**src/rtl/ckroot_pkg.sv**
```systemverilog
package ckroot_pkg;

    typedef enum logic {
        SW_IDLE = 1'b0,
        SW_PEND = 1'b1
    } sw_state_e;

    localparam int unsigned BRANCHES = 2;

endpackage

```
**src/rtl/ckroot_div.sv**
```systemverilog
module ckroot_div #(
    parameter int unsigned W = 3
) (
    input  logic         clk,
    input  logic         rst_n,
    input  logic         clr,
    input  logic         stb_i,
    input  logic [W-1:0] lim,
    output logic         stb_o
);

    logic [W-1:0] cnt_q;

    // Terminal count also fires when lim was lowered below the count.
    assign stb_o = stb_i && (cnt_q >= lim);

    always_ff @(posedge clk or negedge rst_n) begin
        if (!rst_n) begin
            cnt_q <= '0;
        end else if (clr) begin
            cnt_q <= '0;
        end else if (stb_i) begin
            cnt_q <= (cnt_q >= lim) ? '0 : cnt_q + 1'b1;
        end
    end

endmodule

```
**src/rtl/ckroot_branch.sv**
```systemverilog
module ckroot_branch #(
    parameter int unsigned NSRC       = 8,
    parameter int unsigned DIVW       = 3,
    parameter bit          HAS_PRE    = 1'b1,
    parameter int unsigned IDLE_LIMIT = 32,
    localparam int unsigned SELW      = $clog2(NSRC),
    localparam int unsigned IW        = $clog2(IDLE_LIMIT + 1)
) (
    input  logic            clk,
    input  logic            rst_n,
    input  logic [NSRC-1:0] src_stb,
    input  logic            load,
    input  logic [SELW-1:0] load_sel,
    input  logic            gate_en,
    input  logic [DIVW-1:0] pre_lim,
    output logic [SELW-1:0] sel_o,
    output logic            dstb_o,
    output logic            stale_o
);

    logic [SELW-1:0] sel_q;
    logic [IW-1:0]   idle_q;
    logic            raw_stb;
    logic            gated_stb;

    assign raw_stb   = src_stb[sel_q];
    assign gated_stb = raw_stb & gate_en;
    assign sel_o     = sel_q;
    assign stale_o   = (idle_q == IW'(IDLE_LIMIT));

    always_ff @(posedge clk or negedge rst_n) begin
        if (!rst_n) begin
            sel_q <= '0;
        end else if (load) begin
            sel_q <= load_sel;
        end
    end

    // Cycles since the current source last strobed, saturating.
    always_ff @(posedge clk or negedge rst_n) begin
        if (!rst_n) begin
            idle_q <= '0;
        end else if (load || raw_stb) begin
            idle_q <= '0;
        end else if (idle_q != IW'(IDLE_LIMIT)) begin
            idle_q <= idle_q + 1'b1;
        end
    end

    generate
        if (HAS_PRE) begin : g_pre
            ckroot_div #(.W(DIVW)) u_pre (
                .clk   (clk),
                .rst_n (rst_n),
                .clr   (load),
                .stb_i (gated_stb),
                .lim   (pre_lim),
                .stb_o (dstb_o)
            );
        end else begin : g_nopre
            logic unused_pre;
            assign unused_pre = ^pre_lim;
            assign dstb_o     = gated_stb;
        end
    endgenerate

endmodule

```
**src/rtl/ckroot_ctrl.sv**
```systemverilog
module ckroot_ctrl
    import ckroot_pkg::*;
(
    input  logic clk,
    input  logic rst_n,
    input  logic sel_we,
    input  logic dstb_a,
    input  logic dstb_b,
    input  logic stale_a,
    input  logic stale_b,
    output logic load_a,
    output logic load_b,
    output logic active,
    output logic busy,
    output logic stale
);

    sw_state_e state_q;
    sw_state_e state_d;
    logic      active_q;
    logic      stale_q;
    logic      flip;
    logic      accept;

    // Next state and outputs.
    always_comb begin
        state_d = state_q;
        accept  = 1'b0;
        flip    = 1'b0;
        unique case (state_q)
            SW_IDLE: begin
                if (sel_we) begin
                    accept  = 1'b1;
                    state_d = SW_PEND;
                end
            end
            SW_PEND: begin
                if (!dstb_a && !dstb_b) begin
                    flip    = 1'b1;
                    state_d = SW_IDLE;
                end
            end
            default: state_d = SW_IDLE;
        endcase
        load_a = accept &&  active_q;
        load_b = accept && !active_q;
    end

    // State register.
    always_ff @(posedge clk or negedge rst_n) begin
        if (!rst_n) begin
            state_q  <= SW_IDLE;
            active_q <= 1'b0;
            stale_q  <= 1'b0;
        end else begin
            state_q <= state_d;
            if (flip) begin
                active_q <= ~active_q;
            end
            if (accept) begin
                stale_q <= active_q ? stale_a : stale_b;
            end
        end
    end

    assign active = active_q;
    assign busy   = (state_q == SW_PEND);
    assign stale  = stale_q;

endmodule

```
**src/rtl/ckroot_pingpong.sv**
```systemverilog
module ckroot_pingpong #(
    parameter int unsigned NSRC       = 8,
    parameter int unsigned DIVW       = 3,
    parameter bit          CORE_ONLY  = 1'b0,
    parameter int unsigned IDLE_LIMIT = 32
) (
    input  logic                     clk,
    input  logic                     rst_n,
    input  logic [NSRC-1:0]          src_stb,
    input  logic                     cfg_we,
    input  logic                     cfg_en,
    input  logic [DIVW-1:0]          cfg_pre,
    input  logic [DIVW-1:0]          cfg_post,
    input  logic                     sel_we,
    input  logic [$clog2(NSRC)-1:0]  sel_idx,
    output logic                     out_stb,
    output logic [$clog2(NSRC)-1:0]  stat_src_a,
    output logic [$clog2(NSRC)-1:0]  stat_src_b,
    output logic                     stat_active,
    output logic                     stat_busy,
    output logic                     stat_stale
);

    import ckroot_pkg::*;

    localparam int unsigned SELW = $clog2(NSRC);

    logic            en_q;
    logic [DIVW-1:0] pre_q;
    logic [DIVW-1:0] post_q;
    logic [BRANCHES-1:0] load;
    logic [BRANCHES-1:0] dstb;
    logic [BRANCHES-1:0] stale;
    logic [SELW-1:0]     bsel [BRANCHES];
    logic            mux_stb;
    logic            post_stb;

    always_ff @(posedge clk or negedge rst_n) begin
        if (!rst_n) begin
            en_q   <= 1'b0;
            pre_q  <= '0;
            post_q <= '0;
        end else if (cfg_we) begin
            en_q   <= cfg_en;
            pre_q  <= cfg_pre;
            post_q <= cfg_post;
        end
    end

    generate
        for (genvar g = 0; g < BRANCHES; g++) begin : g_br
            ckroot_branch #(
                .NSRC       (NSRC),
                .DIVW       (DIVW),
                .HAS_PRE    (!CORE_ONLY),
                .IDLE_LIMIT (IDLE_LIMIT)
            ) u_branch (
                .clk      (clk),
                .rst_n    (rst_n),
                .src_stb  (src_stb),
                .load     (load[g]),
                .load_sel (sel_idx),
                .gate_en  (en_q),
                .pre_lim  (pre_q),
                .sel_o    (bsel[g]),
                .dstb_o   (dstb[g]),
                .stale_o  (stale[g])
            );
        end
    endgenerate

    ckroot_ctrl u_ctrl (
        .clk     (clk),
        .rst_n   (rst_n),
        .sel_we  (sel_we),
        .dstb_a  (dstb[0]),
        .dstb_b  (dstb[1]),
        .stale_a (stale[0]),
        .stale_b (stale[1]),
        .load_a  (load[0]),
        .load_b  (load[1]),
        .active  (stat_active),
        .busy    (stat_busy),
        .stale   (stat_stale)
    );

    assign mux_stb = stat_active ? dstb[1] : dstb[0];

    ckroot_div #(.W(DIVW)) u_post (
        .clk   (clk),
        .rst_n (rst_n),
        .clr   (1'b0),
        .stb_i (mux_stb),
        .lim   (post_q),
        .stb_o (post_stb)
    );

    assign out_stb    = post_stb & en_q;
    assign stat_src_a = bsel[0];
    assign stat_src_b = bsel[1];

endmodule

```
**config.mk**
```make
export PLATFORM = sky130hd
export DESIGN_NAME = ckroot_pingpong
export DESIGN_NICKNAME = d
export VERILOG_FILES = /design/src/rtl/ckroot_pkg.sv /design/src/rtl/ckroot_div.sv /design/src/rtl/ckroot_branch.sv /design/src/rtl/ckroot_ctrl.sv /design/src/rtl/ckroot_pingpong.sv
export SDC_FILE = /design/constraint.sdc
export NUM_CORES = 1
export LEC_CHECK = 0
export ABC_AREA = 1
export BUFFER_PORTS_ARGS = -buffer_cell sky130_fd_sc_hd__buf_2
export CAP_MARGIN = 0
export CORE_MARGIN = 2
export CORE_UTILIZATION = 40
export CTS_CLUSTER_SIZE = 12
export DETAILED_ROUTE_END_ITERATION = 10
export HOLD_SLACK_MARGIN = 0.1
export SYNTH_ARGS = -nofsm -noshare
export SYNTH_HDL_FRONTEND = slang
export SYNTH_HIERARCHICAL = 1
export SYNTH_SLANG_ARGS = --single-unit
```
**constraint.sdc**
```tcl
create_clock -name clk -period 5 [get_ports clk]
set_input_delay 0.5 -clock clk [delete_from_list [all_inputs] [get_ports clk]]
set_output_delay 0.5 -clock clk [all_outputs]
set_load 0.02 [all_outputs]
```
# Word level (Yosys, flattened, before mapping)
# Cells that the tools add are included.
[classes]
add_sub_neg = 5
n_mul = 0
div_mod_pow = 0
magnitude_cmp = 5
n_eq_ne = 4
shifts = 0
muxes = 23
bitwise_logic = 5
n_reduce_logical = 15
[op_table]
columns = ["op", "n"]
rows = [
  ["$mux W6", 4],
  ["$mux W3", 7],
  ["$add A6 B1 Y6 const B", 2],
  ["$eq A6 B6 Y1 const B", 2],
  ["$ne A6 B6 Y1 const B", 2],
  ["$add A3 B1 Y3 const B", 3],
  ["$ge A3 B3 Y1", 3],
  ["$mux W1", 9],
  ["$lt A3 B4 Y1 const B", 2],
  ["$reduce_bool A2 Y1", 4],
  ["$bmux W1 S3", 2],
  ["$logic_and A1 B1 Y1", 6],
  ["$and A1 B1 Y1", 3],
  ["$logic_not A1 Y1", 3],
  ["$logic_or A1 B1 Y1", 2],
  ["$not A1 Y1", 2],
  ["$pmux W1 S2", 1],
]
[word_totals]
ff_bits = 37
latch_bits = 0
mem_bits_rw = 0
romBits = 0
wordCells = 70
n_memories = 0

# Depth between registers and ports, before layout
[logic_depth]
word_depth = 8
ltp_mapped = 14
depth_no_buf = 14

# Cells and area by module
# The synthesis kept the hierarchy.
[modules_own_cells]
columns = ["mod", "n_inst", "cells_per_inst", "area_each_um2", "seq_area_each_um2"]
rows = [
  ["ckroot_branch (g_br[0].u_branch)", 1, 76, 593.1, 225.2],
  ["ckroot_branch (g_br[1].u_branch)", 1, 73, 561.8, 225.2],
  ["ckroot_div (g_br[1].u_branch.g_pre.u_pre ...)", 2, 31, 242.7, 75.1],
  ["ckroot_pingpong", 1, 37, 295.3, 175.2],
  ["ckroot_div (g_br[0].u_branch.g_pre.u_pre)", 1, 30, 235.2, 75.1],
  ["ckroot_ctrl", 1, 21, 160.2, 75.1],
]

# Least setup slack after synthesis
# Ideal clock, no wire load.
[synth_path]
path_type = "reg2out"
start = "register g_br[0].u_branch.sel_q[0]"
end = "output port out_stb"
arrival_ns = 1.759
required_time_ns = 4.500
slack_ns = 2.741
path_stages_with_launch = 15
cell_sequence = "dfrtp_1 > inv_2 > nand2_1 > nand3_1 > nand3_2 > nand2_2 > nor2_1 > inv_1 > a21oi_1 > nand2_1 > nand2_1 > inv_1 > a21oi_1 > nand2_1 > inv_1"
[synth_between]
elab_chain_len = 7
[synth_lines]
columns = ["item", "line", "source"]
rows = [
  ["start: declaration", "ckroot_branch.sv:21", "logic [SELW-1:0] sel_q;"],
  ["start signal: assignment", "ckroot_branch.sv:35", "sel_q <= load_sel;"],
  ["$bmux W1 S3", "ckroot_branch.sv:26", "assign raw_stb = src_stb[sel_q];"],
  ["$mux W1 (not written as such)", "ckroot_branch.sv:26", ""],
  ["$and A1 B1 Y1", "ckroot_branch.sv:27", "assign gated_stb = raw_stb & gate_en;"],
  ["via g_br[0].u_branch.gated_stb", "ckroot_branch.sv:24", "logic gated_stb;"],
  ["$logic_and A1 B1 Y1", "ckroot_div.sv:15", "assign stb_o = stb_i && (cnt_q >= lim);"],
  ["via dstb[0]", "ckroot_pingpong.sv:32", "logic [BRANCHES-1:0] dstb;"],
  ["$mux W1", "ckroot_pingpong.sv:87", "assign mux_stb = stat_active ? dstb[1] : dstb[0];"],
  ["via mux_stb", "ckroot_pingpong.sv:35", "logic mux_stb;"],
  ["$logic_and A1 B1 Y1", "ckroot_div.sv:15", ""],
  ["via post_stb", "ckroot_pingpong.sv:36", "logic post_stb;"],
  ["$and A1 B1 Y1", "ckroot_pingpong.sv:98", "assign out_stb = post_stb & en_q;"],
  ["end: declaration", "ckroot_pingpong.sv:16", "output logic out_stb,"],
]
# The timed path passes the listed nets, and every way through them passes these cells. The select of a mux whose other input is x is not followed.

# Final worst setup path
# Same ends and word-level chain as after synthesis.

==> flow_summary.toml <==
[status]
status = "complete, no violations"

[sta]
period_share = 0.547
min_period_ps = 2740
hold_viol = 0
setup_tns_ps = 0
maxSlewViolCount = 0
rsz0062_at_grt = "no"
fin_skew_ps = 8.83
max_slew_margin = 0.456
max_slew.worst_pin.slew_ps = 815
max_freq_ghz = 0.365
finalSetupViolations = 0

[global_routing]
grt_pass1_wl_um = 7270
grt_use_total = 0.142
grt_pass1_vias = 1714
grt_max_degree = 38
overflow = 0
grt_antenna_before_repair = 0

[detailed_routing]
dr_total_vias = 1803
wl_per_cell_um = 9.92
drc = 0
ant_nets = 0
dr.pass1.iters = 5
wl_um = 4080
drt_iter0_drc = 68
vias_per_cell = 4.39

[worst_setup_path]
cp.depth = 15
path_max_fanout = 6
endpoint = "out_stb"
start_kind = "flip-flop"
cpPeakStageDelay_ps = 450
rr_worst_depth = 14
end_kind = "primary output"
worstSetupPathType = "reg -> out"
worst_r2r_startpoint = "g_br[0].u_branch/sel_o[0]"
critPathArrivalTime_ps = 2240
slowest_stage = "dfrtp_1"
worstPathRequired_ps = 4500
crit_start = "g_br[0].u_branch/sel_o[0]"
critPathTopFamily = "simple AND/OR/NAND/NOR gates"
crit_top_cell = "nand2_1"
cp_num_buf_inv = 5
rr_endpoint = "u_post/cnt_q[1]"
reg2reg_slack_ps = 3000
crit_path_cell_trace = "inv_2, nand2_1, nand3_1, nand3_2, nand2_2, nor2_1, inv_1, a21oi_1, nand2_1, nand2_1, inv_1, a21oi_1, nand2_1, inv_1, buf_2"

[die]
io_pins = 32
start_util = 0.418
core_um2 = 5570
rows = 27
die_h_um = 80.3
dieWidth_um = 80.3
dieArea_um2 = 6450

[clocking]
cts.htree.levels = 2
cts-resized-gates = 0
cts_hold_buffers = 0
numCtsBuffers = 5
cts_setup_buffers = 0
clk_pin_slew_ps = 70
cts_sinks = 37
root_buffer = "clkbuf_8"
clock_path_buffers = 2
cts_tree = "built"
clock_latency_ps = 280

[yosys]
yosys_most_used_dff = "dfrtp_1"
yosysMostFrequentCell = "nand2_1"
async_reset_ff_frac = 1.00
syn_inst = 299
netlist.area_leader.share = 0.397
syn_area_um2 = 2330
yosysWarnings = 6
synth_edf_count = 0
synth_seq_area_share = 0.397
ys_ff_latch = 37
synth_top_area_cell = "dfrtp_1"
ys_types = 25
ys_top_cells_by_area = "dfrtp_1 (40%), nand2_1 (12%), inv_1 (8.9%), ha_1 (8.6%), nor2_2 (4.3%)"
syn_avg_cell_area_um2 = 7.80
ys_top_cells_by_count = "nand2_1 (73), inv_1 (55), dfrtp_1 (37), nand3_1 (19)"

[placement]
portBuffers = 31
dpl.hpwl_um = 3100
post_dp_cell_area_um2 = 2570
gp_congestion = 0.816

[power]
p_per_area_nw_per_um2 = 455
peakVddDrop_mv = 0.198
comb_power_share = 0.466
p_sw_uw = 537
clkPwrFrac = 0.164
p_leak_uw = 0.00147
power.internal_uw = 670
power_frac_seq = 0.370
power.share.switching = 0.445

[final_layout]
finish.utilization = 0.476
drive_gt1_frac = 0.260
nets = 376
syn_to_final_growth_pct = 13.9
n_antenna_cell = 0
fin_area_um2 = 2660

[hold_path]
hp-class = "in -> async"

[job]
maxCapViolations = 0
## worst min-delay path by stage
stage,from,endpoint,cells past startpoint
after detailed placement,u_ctrl/stale,u_ctrl/stale,2
after floorplan,rst_n,en_q,0
final,rst_n,u_ctrl/busy,1
after global placement,post_q[2],post_q[2],2
after CTS,rst_n,u_ctrl/busy,1
after global routing,rst_n,u_ctrl/busy,1
## routing by layer
layer | global-route usage | vias to the layer above | wire length, µm
met1 | 0.189 | 787 | 2110
met5 | 0 | - | 0
met2 | 0.228 | 29 | 1760
li1 | - | 985 | -
met3 | 0.0303 | 2 | 167
met4 | 0.0508 | 0 | 41
## power by group through the flow
| stage | Sequential, µW | Clock, µW | Combinational (µW) |
|---|---|---|---|
| 6_report | 446 | 198 | 563 |
| 2_1_floorplan | 475 | 0 | 412 |
| 3_5_place_dp | 453 | 0 | 569 |
| 3_3_place_gp | 450 | 0 | 562 |
| 5_1_grt | 460 | 224 | 644 |
| 4_1_cts | 447 | 208 | 574 |
## layout make-up
cell class                      count  area [µm²]
Fill cell                         577        2920
Multi-Input combinational cell    194        1140
Sequential cell                    37         926
Inverter                           69         264
Timing Repair Buffer               31         155
Tap cell                           72        90.1
Clock buffer                        6        72.6
Clock inverter                      2        10.0
## through the flow
| step | total power [µW] | hold WS (ps) | worst slack (ps) | instances |
|---|---|---|---|---|
| detailed placement | 1020 | 464 | 2480 | 403 |
| global route | 1330 | 384 | 2000 | 411 |
| finish | 1210 | 307 | 2260 | 411 |
| floorplan | 887 | 204 | 2740 | 301 |
| global placement | 1010 | 456 | 2510 | 403 |
| CTS | 1230 | 335 | 2260 | 411 |
## registers in the layout, summed over array words and instances, names as in the netlist
register and flops:
g_br.u_branch/sel_o 6, pre_q 3, u_ctrl/active 1, u_ctrl/stale 1, en_q 1, u_ctrl/busy 1, g_br.u_branch/g_pre.u_pre/cnt_q 6, u_post/cnt_q 3
g_br.u_branch/idle_q 12, post_q 3
## cells in the final DEF, fill, tap and decap left out
cell and count:
buf_2 31, inv_1 55, clkbuf_8 5, dfrtp_1 37, o21ai_0 5, clkinv_2 4, nand4_2 1, a21oi_2 5
xnor2_1 2, nor2_1 9, o21ai_1 7, inv_2 8, a21oi_1 12, clkinv_1 3, nand3_2 7, nor2_2 16
inv_4 1, conb_1 3, xor2_1 8, o22ai_1 1, nand3_1 19, nand2_4 3, or2_4 2, nand2_2 5
ha_1 16, nand2_1 73, clkbuf_1 1
## cells by family after synthesis
| group | Yosys count | synth area share |
|---|---|---|
| buffers and inverters | 70 | 0.118 |
| XOR/XNOR | 10 | 0.0376 |
| flip-flops | 37 | 0.397 |
| adder cells (fa/ha/maj) | 16 | 0.0859 |
| AO/OA/AOI/OAI | 30 | 0.0730 |
| AND/OR/NAND/NOR | 135 | 0.287 |
| other | 1 | 0.00161 |
(Power assumes the default switching activity.)
